$ cat src/rtl/rrs_pkg.sv
package rrs_pkg;

  // Position of the set bit in a one-hot word (0 when the word is empty).
  function automatic int oh_to_idx(input logic [31:0] v);
    int r;
    r = 0;
    for (int i = 0; i < 32; i++) begin
      if (v[i]) r = i;
    end
    return r;
  endfunction

  // Pointer position after serving input idx among n inputs.
  function automatic int step_ptr(input int idx, input int n);
    return (idx + 1 >= n) ? 0 : idx + 1;
  endfunction

endpackage

$ cat src/rtl/rrs_rot_pick.sv
module rrs_rot_pick #(
  parameter int N  = 8,
  parameter int IW = $clog2(N)
) (
  input  logic [N-1:0]  req,
  input  logic [IW-1:0] ptr,
  output logic [N-1:0]  grant,
  output logic          any
);
  logic [N-1:0] at_or_above;
  logic [N-1:0] hi_req;
  logic [N-1:0] cand;
  logic [N-1:0] seen;

  for (genvar i = 0; i < N; i++) begin : g_mask
    assign at_or_above[i] = (ptr <= IW'(i));
  end

  assign hi_req = req & at_or_above;
  assign cand   = (|hi_req) ? hi_req : req;

  // lowest-set-bit chain over the chosen half
  assign seen[0] = 1'b0;
  for (genvar i = 1; i < N; i++) begin : g_chain
    assign seen[i] = seen[i-1] | cand[i-1];
  end
  for (genvar i = 0; i < N; i++) begin : g_grant
    assign grant[i] = cand[i] & ~seen[i];
  end

  assign any = |req;

endmodule

$ cat src/rtl/rrs_ptr_reg.sv
module rrs_ptr_reg #(
  parameter int IW = 3
) (
  input  logic          clk,
  input  logic          rst_n,
  input  logic          adv,
  input  logic [IW-1:0] nxt,
  output logic [IW-1:0] ptr
);
  always_ff @(posedge clk) begin
    if (!rst_n)   ptr <= '0;
    else if (adv) ptr <= nxt;
  end
endmodule

$ cat src/rtl/rrs_out_sched.sv
module rrs_out_sched #(
  parameter int N = 8
) (
  input  logic                 clk,
  input  logic                 rst_n,
  input  logic [N-1:0]         occ_i,
  input  logic [N-1:0]         rmv_req_i,
  output logic                 serve_vld_o,
  output logic [$clog2(N)-1:0] serve_idx_o,
  output logic [N-1:0]         notify_o
);
  import rrs_pkg::*;

  localparam int IW = $clog2(N);

  logic [IW-1:0] ptr;
  logic [IW-1:0] ptr_nxt;
  logic [N-1:0]  valid_rm;
  logic [N-1:0]  g_rm, g_rr;
  logic          any_rm, any_rr;

  // requests on empty buffers are dropped here
  assign valid_rm = rmv_req_i & occ_i;

  rrs_rot_pick #(.N(N), .IW(IW)) u_pick_rm (
    .req(valid_rm), .ptr(ptr), .grant(g_rm), .any(any_rm)
  );

  rrs_rot_pick #(.N(N), .IW(IW)) u_pick_rr (
    .req(occ_i), .ptr(ptr), .grant(g_rr), .any(any_rr)
  );

  assign notify_o    = any_rm ? g_rm : g_rr;
  assign serve_vld_o = any_rm | any_rr;
  assign serve_idx_o = IW'(oh_to_idx(32'(notify_o)));
  assign ptr_nxt     = IW'(step_ptr(int'(serve_idx_o), N));

  rrs_ptr_reg #(.IW(IW)) u_ptr (
    .clk(clk), .rst_n(rst_n), .adv(serve_vld_o), .nxt(ptr_nxt), .ptr(ptr)
  );

  // ---------------- assertions ----------------
  p_req_wins_r2: assert property (@(posedge clk) disable iff (!rst_n)
    (|(rmv_req_i & occ_i)) |-> (serve_vld_o && rmv_req_i[serve_idx_o]));

  p_served_occupied_r4: assert property (@(posedge clk) disable iff (!rst_n)
    serve_vld_o |-> occ_i[serve_idx_o]);

  p_ptr_step_r6: assert property (@(posedge clk) disable iff (!rst_n)
    serve_vld_o |=> (($past(serve_idx_o) == IW'(N-1)) ? (ptr == '0)
                                                      : (ptr == $past(serve_idx_o) + 1'b1)));

  p_notify_onehot_r7: assert property (@(posedge clk) disable iff (!rst_n)
    $onehot0(notify_o) && (serve_vld_o == (|notify_o)));

  p_idle_quiet_r8: assert property (@(posedge clk) disable iff (!rst_n)
    !(|occ_i) |-> (!serve_vld_o && notify_o == '0));

  p_idle_hold_r8: assert property (@(posedge clk) disable iff (!rst_n)
    !(|occ_i) |=> $stable(ptr));

endmodule

$ cat config.mk
export PLATFORM = sky130hd
export DESIGN_NAME = rrs_out_sched
export DESIGN_NICKNAME = d
export VERILOG_FILES = /design/src/rtl/rrs_pkg.sv /design/src/rtl/rrs_rot_pick.sv /design/src/rtl/rrs_ptr_reg.sv /design/src/rtl/rrs_out_sched.sv
export SDC_FILE = /design/constraint.sdc
export NUM_CORES = 1
export LEC_CHECK = 0
export CAP_MARGIN = 20
export CORE_ASPECT_RATIO = 1.2
export CORE_UTILIZATION = 46
export DETAILED_ROUTE_END_ITERATION = 8
export MAX_ROUTING_LAYER = met4
export PLACE_DENSITY = 0.8
export SETUP_SLACK_MARGIN = 0.4
export SLEW_MARGIN = 20
export SYNTH_ARGS = -nofsm -noshare
export SYNTH_HDL_FRONTEND = slang
export SYNTH_SLANG_ARGS = --single-unit
$ cat constraint.sdc
create_clock -name clk -period 3.2 [get_ports clk]
set_input_delay 0.32 -clock clk [delete_from_list [all_inputs] [get_ports clk]]
set_output_delay 0.32 -clock clk [all_outputs]
set_load 0.01 [all_outputs]
==> results by stage, run 1 <==
Synthesis:
- Synthesis inferred 3 register bits.
- In the synthesized netlist the async set-or-reset flop fraction comes to 0.
- The gate count after technology mapping is 128.
- Dividing the synthesized area by the synthesized cell count gives roughly 7.0 um2.
- The synthesized netlist net count is 147.
- After synthesis, the cell types taking the most area are dfxtp_1 (6.7%), and2_1 (6.3%), a21oi_1 (5.6%).
- Counting instances in the post-synthesis netlist gives the leading cell types as nand2_1 (12), a21oi_1 (10), and2_1 (9), nor2_1 (9), o21ai_0 (7).
- The post-synthesis instance area is 895.9 um2.
- Yosys printed 0 warnings.
- The number of enable flip-flop cells after synthesis is 0.
- The cell accounting for the most synthesized area is dfxtp_1.
- Among all cell types in the netlist, the one instantiated most often is nand2_1.
- The share of synthesized area in the top cell type comes to 0.06704.
- The netlist uses 53 different library cells.
- The most frequently used flop master after synthesis is dfxtp_1.
- The post-synthesis sequential area ratio is 0.06704.

Floorplanning:
- During I/O placement, the number of pins put on the boundary was 30.
- The die width is approximately 42 um.
- The floorplan step set the die height to slightly above 50 um.
- The number of rows in the core area is 17.
- For this configuration, the core starts out at a cell density of 0.4897.

CTS:
- The tree is rooted in a clkbuf_4.
- In this run the number of H-tree levels came out at 1.
- In this run, post-CTS hold repair placed 0 buffers.
- Buffers added to address setup during post-CTS repair amount to 20.
- The sink count of the clock tree is 3.
- The buffer levels on the longest clock path is 2.
- In this run, CTS created clock tree buffers numbering 3.
- Gates resized during post-CTS repair numbered 94.

Place:
- The minimum setup slack after placement is -0.4290 ns.
- Port buffering added 29 buffers.
- The congestion estimate from routability-driven global placement came to 0.9612.
- The HPWL after detailed placement is 3236 um.
- After detailed placement, the design holds a cell count of 225.

Run status:
- The tool reported: "[ERROR DPL-0038] Utilization greater than 100%, impossible to legalize".
- The flow did not finish.
- The stage where the flow stopped is clock tree synthesis (4_1_cts).
[logic make-up after synthesis]
group / share of synthesized area
adder cells (fa/ha/maj): 0.01396
AND/OR/NAND/NOR: 0.4302
buffers and inverters: 0.04749
AO/OA/AOI/OAI: 0.4190
multiplexers: 0.02235
flip-flops: 0.06704
[per-stage QoR]
step | cell area [um2] | setup TNS (ns) | hold WS [ns]
2_1_floorplan | 927.1 | 0 | 0.4482
3_3_place_gp | 1608 | -2.311 | 0.5467
3_5_place_dp | 1608 | -2.747 | 0.5517
==> run 2: changes to the inputs <==
CORE_AREA = 2 2 63 65   (was not set)
CORE_ASPECT_RATIO = not set   (was 1.2)
CORE_UTILIZATION = not set   (was 46)
DIE_AREA = 0 0 65 67   (was not set)
MAX_ROUTING_LAYER = not set   (was met4)
PLACE_DENSITY = not set   (was 0.8)
PLACE_DENSITY_LB_ADDON = 0.15   (was not set)
SETUP_SLACK_MARGIN = not set   (was 0.4)
==> run 2 against run 1 <==
Compared with the run above:
- the run now ends clean
- synthesized cell count unchanged
- area after synthesis unchanged
==> results by stage, run 2 <==
Drt:
- After detailed routing, the number of remaining DRC violations is 0.
- For this block, the routed nets add up to ~4200 um of wire.
- The count of vias placed by the detailed router is ~1.4k.
- The number of optimization iterations in the first detailed-route pass is 4.
- The mean routed wirelength per cell is 15.56 um.
- In the routed layout, each cell is associated on average with a via count of 5.143.
- The count of nets left with antenna violations after detail routing is 0.
- In this run, the number of DRC markers left after iteration 0 of detailed routing was 64.

Global route:
- The global route total overflow is 0.
- The via count of the first global-routing pass is 1472.
- For this run, the total global-route usage over all layers was measured as 0.1977.
- The first-pass GRT wire length is 6748 um.
- The initial antenna violation count was 0.
- The pin count of the biggest net entering global routing is 10.

Critical path:
- At the worst endpoint, the required time is 2.88 ns.
- The most critical setup path has its startpoint at rmv_req_i[0].
- STA classifies the critical path startpoint as an input port.
- The worst-path maximum fanout is 4.
- Data arrives at the worst endpoint at 2.82 ns.
- STA classifies the critical path endpoint as an output port.
- The startpoint identified for the worst register-to-register timing path is u_ptr.ptr[2].
- The critical path is of the in -> out type.

Pwr:
- The static power due to leakage is between 0.9 and 1 nW.
- VDD sags by at most 527.4 uV.
- The power density over the cells is approximately 470 mW/mm2.

Cells and area:
- The most common library cell in the layout ignoring fill and taps is buf_4.
- From synthesis to final layout, the design area changed by 112.0%.
- Once layout is complete, the utilization of the core stands at 0.5267.
- The fraction of final layout cells with drive strength greater than 1 is 0.4955.
- In the final layout, the registers with the most flip-flops are u_ptr.ptr x3.
- The register area is around 63 um2.
- The register ranked first by flip-flop count is u_ptr.ptr.
- 0 antenna diodes ended up in the layout.
- The register with the most flip-flops in the layout has 3 of them.
- The number of nets in the layout is 244.
- The finished cells cover 0.001899 mm2.
- The number of fill cells is ~360.
- The area of combinational cells with multiple inputs is 934.6 um2.
- The top cell types in the final layout, fill and taps aside, are buf_4 (64), clkdlybuf4s50_1 (14), nand2_1 (12).

Synthesis:
- By area the synthesized netlist is led by dfxtp_1 (6.7%), and2_1 (6.3%), a21oi_1 (5.6%).
- Ranked by instance count, the synthesized netlist is headed by nand2_1 (12), a21oi_1 (10), and2_1 (9), nor2_1 (9), o21ai_0 (7).
- The simple logic cell fraction of the synthesized area was 0.4302 (unchanged).
- The post-synthesis register bit count was 3 (unchanged).
- The synthesized netlist net count is 147 (unchanged).
- After synthesis, the largest family of logic cells by area is simple AND/OR/NAND/NOR gates.
- The post-synthesis instance area is 895.9 um2 (unchanged).
- The complex-gate fraction of the synthesized area is 0.4190 (unchanged).
- The synthesized design spends more area on one cell type than any other, namely dfxtp_1.
- The xor/xnor cell area share of the yosys netlist is 0 (unchanged).
- The multiplexer share of the synthesized area is 0.02235 (unchanged).
- The total number of yosys warnings is 0 (unchanged).
- The number of enable flip-flop cells after synthesis is 0 (unchanged).
- The post-synthesis sequential area ratio is 0.06704 (unchanged).
- The mean cell area of the mapped netlist is 6.999 um2 (unchanged).
- The proportion of synthesized flip-flops having asynchronous set or reset came to 0 (unchanged).
- The gate count after technology mapping came to 128 (unchanged).
- The proportion of netlist area held by the largest area contributor is 0.06704 (unchanged).
- The library cell with the highest instance count after synthesis is nand2_1.
- The number of distinct library cells after synthesis is 53 (unchanged).
- The fraction of the mapped netlist area in adder cells is 0.01397 (unchanged).
- In the synthesized netlist the dominant register cell turns out to be dfxtp_1.

STA:
- The time the final worst path needs with I/O delays and setup is 3.138 ns.
- Setup repair after global routing could not meet its margin everywhere.
- Based on the critical path, the design can be clocked at up to 318.7 MHz.
- The final number of setup-violating endpoints is 0.
- The smallest setup slack after layout is just over 0.06 ns.
- The total count of hold-check failures in the final report is 0.
- The worst max-slew margin expressed relative to the limit is 0.7624.
- In the finished design, the share of the clock period the worst path needs comes to 0.9805.
- The final number of max-transition violations is 0.
- At the pin with the least slew margin, the transition time is around 0.35 ns.
- On the final layout, the worst clock skew is 0.002642 ns.

Place:
- The minimum setup slack after placement is -0.5221 ns (-0.09313 ns).
- The HPWL after detailed placement came to 3305 um (+2.1%).
- The total of buffers placed on input and output ports is 29 (unchanged).
- The instance area after placement is 0.001684 mm2 (+4.7%).
- The weighted congestion at the end of routability-driven global placement came to 0.8891 (-7.5%).

CTS:
- The number of buffers inserted for hold repair after clock tree synthesis is 0 (unchanged).
- The TritonCTS buffer count is 3 (unchanged).
- The register clock-pin slew on the reported worst setup and hold paths is 0.03 ns.
- The maximum level of the CTS H-tree is 1 (unchanged).
- The TritonCTS clock tree is built.
- The buffer levels on the longest clock path is 2 (unchanged).
- At the later pin of the worst-skew pair, clock insertion delay measures 0.21 ns.
- The sink count of the clock tree is 3 (unchanged).
- The root buffer cell chosen for the clock tree is clkbuf_8.

Floorplanning:
- The floorplan step defined a core boundary enclosing 0.003606 mm2.
- The number of rows in the core area is 22 (+5).
- The floorplan die height was 67 um (+33%).
- The die width is 65 um (+54%).
- The top-level I/O count is 30 (unchanged).
- The effective utilization at floorplan is 0.2484 (-0.2413).
- The die area is between 0.004 and 0.005 mm2.

Worst hold path:
- The worst hold path begins at u_ptr.ptr[2].
- The classification of the worst-slack hold path is reg -> reg.

Flow run:
- The number of max-capacitance violations reported is 0.

Run status:
- The flow ran to the end, and the final reports show no timing, DRC or antenna violations.
==> run 2: cell counts after synthesis <==
Identical to the previous run, type by type.
==> run 2: cell type report <==
| cell class | count | area share |
|---|---|---|
| Sequential cell | 3 | 0.03294 |
| Timing Repair Buffer | 95 | 0.4097 |
| Clock buffer | 4 | 0.02372 |
| Inverter | 5 | 0.009881 |
| Multi-Input combinational cell | 117 | 0.4921 |
| Tap cell | 48 | 0.03162 |
==> run 2: kinds of logic (layout without fill, tap and decap cells) <==
logic type	after synthesis	in the layout
DFF	3	3
muxes	2	2
buffers and inverters	8	104
AOI/OAI and AO/OA	50	50
adders and majority gates	1	1
and+or+nand+nor	64	64
==> run 2: critical path, cell delays in order <==
cell,delay (ns)
clkdlybuf4s50_1,0.44
buf_4,0.15
and2_1,0.17
a22oi_2,0.15
buf_4,0.16
a41oi_2,0.15
and3b_2,0.27
and2_1,0.16
buf_4,0.13
or4b_4,0.57
buf_6,0.15
==> run 2: worst paths after layout <==
path	to	slack, ns	cells past startpoint
setup / recovery	serve_idx_o[0]	0.06	11
hold / removal	u_ptr.ptr[2]	0.53	2
setup reg to reg	u_ptr.ptr[2]	0.20	14
hold reg to reg	u_ptr.ptr[2]	0.53	2
==> run 2: where the power goes <==
part	switching (mW)	internal, mW	leakage [nW]
Clock	0.0229	0.0848	0.0228
Combinational	0.331	0.376	0.873
Sequential	0.0259	0.0535	0.0256
==> run 2: metal layers <==
layer	vias up	wire (um)	GRT usage	share of wire
met2	38	2082	0.3582	0.49
met1	661	1928	0.2467	0.46
met4	0	39	0.03723	0.0092
met5	-	0	0	0
met3	4	181	0.03041	0.043
li1	696	-	-	-
==> run 2: per-stage QoR <==
| step | total power [mW] | instances | TNS [ns] | hold slack [ns] |
|---|---|---|---|---|
| after floorplan | 0.3711 | 128 | 0 | 0.4482 |
| after global placement | 0.7051 | 263 | -3.235 | 0.5855 |
| after detailed placement | 0.7021 | 263 | -3.184 | 0.5901 |
| after CTS | 0.8555 | 270 | -0.05526 | 0.5954 |
| after global routing | 0.9602 | 272 | -0.01008 | 0.5558 |
| final | 0.8942 | 272 | 0 | 0.5330 |
==> run 2: repair_timing <==
item | in CTS | in global routing
resized for setup | 36 | 36
endpoints found under the setup margin | 12 | 10
pin swaps | 13 | 19
setup buffers | 3 | 3
No activity file was read; power rests on OpenSTA's default activity.
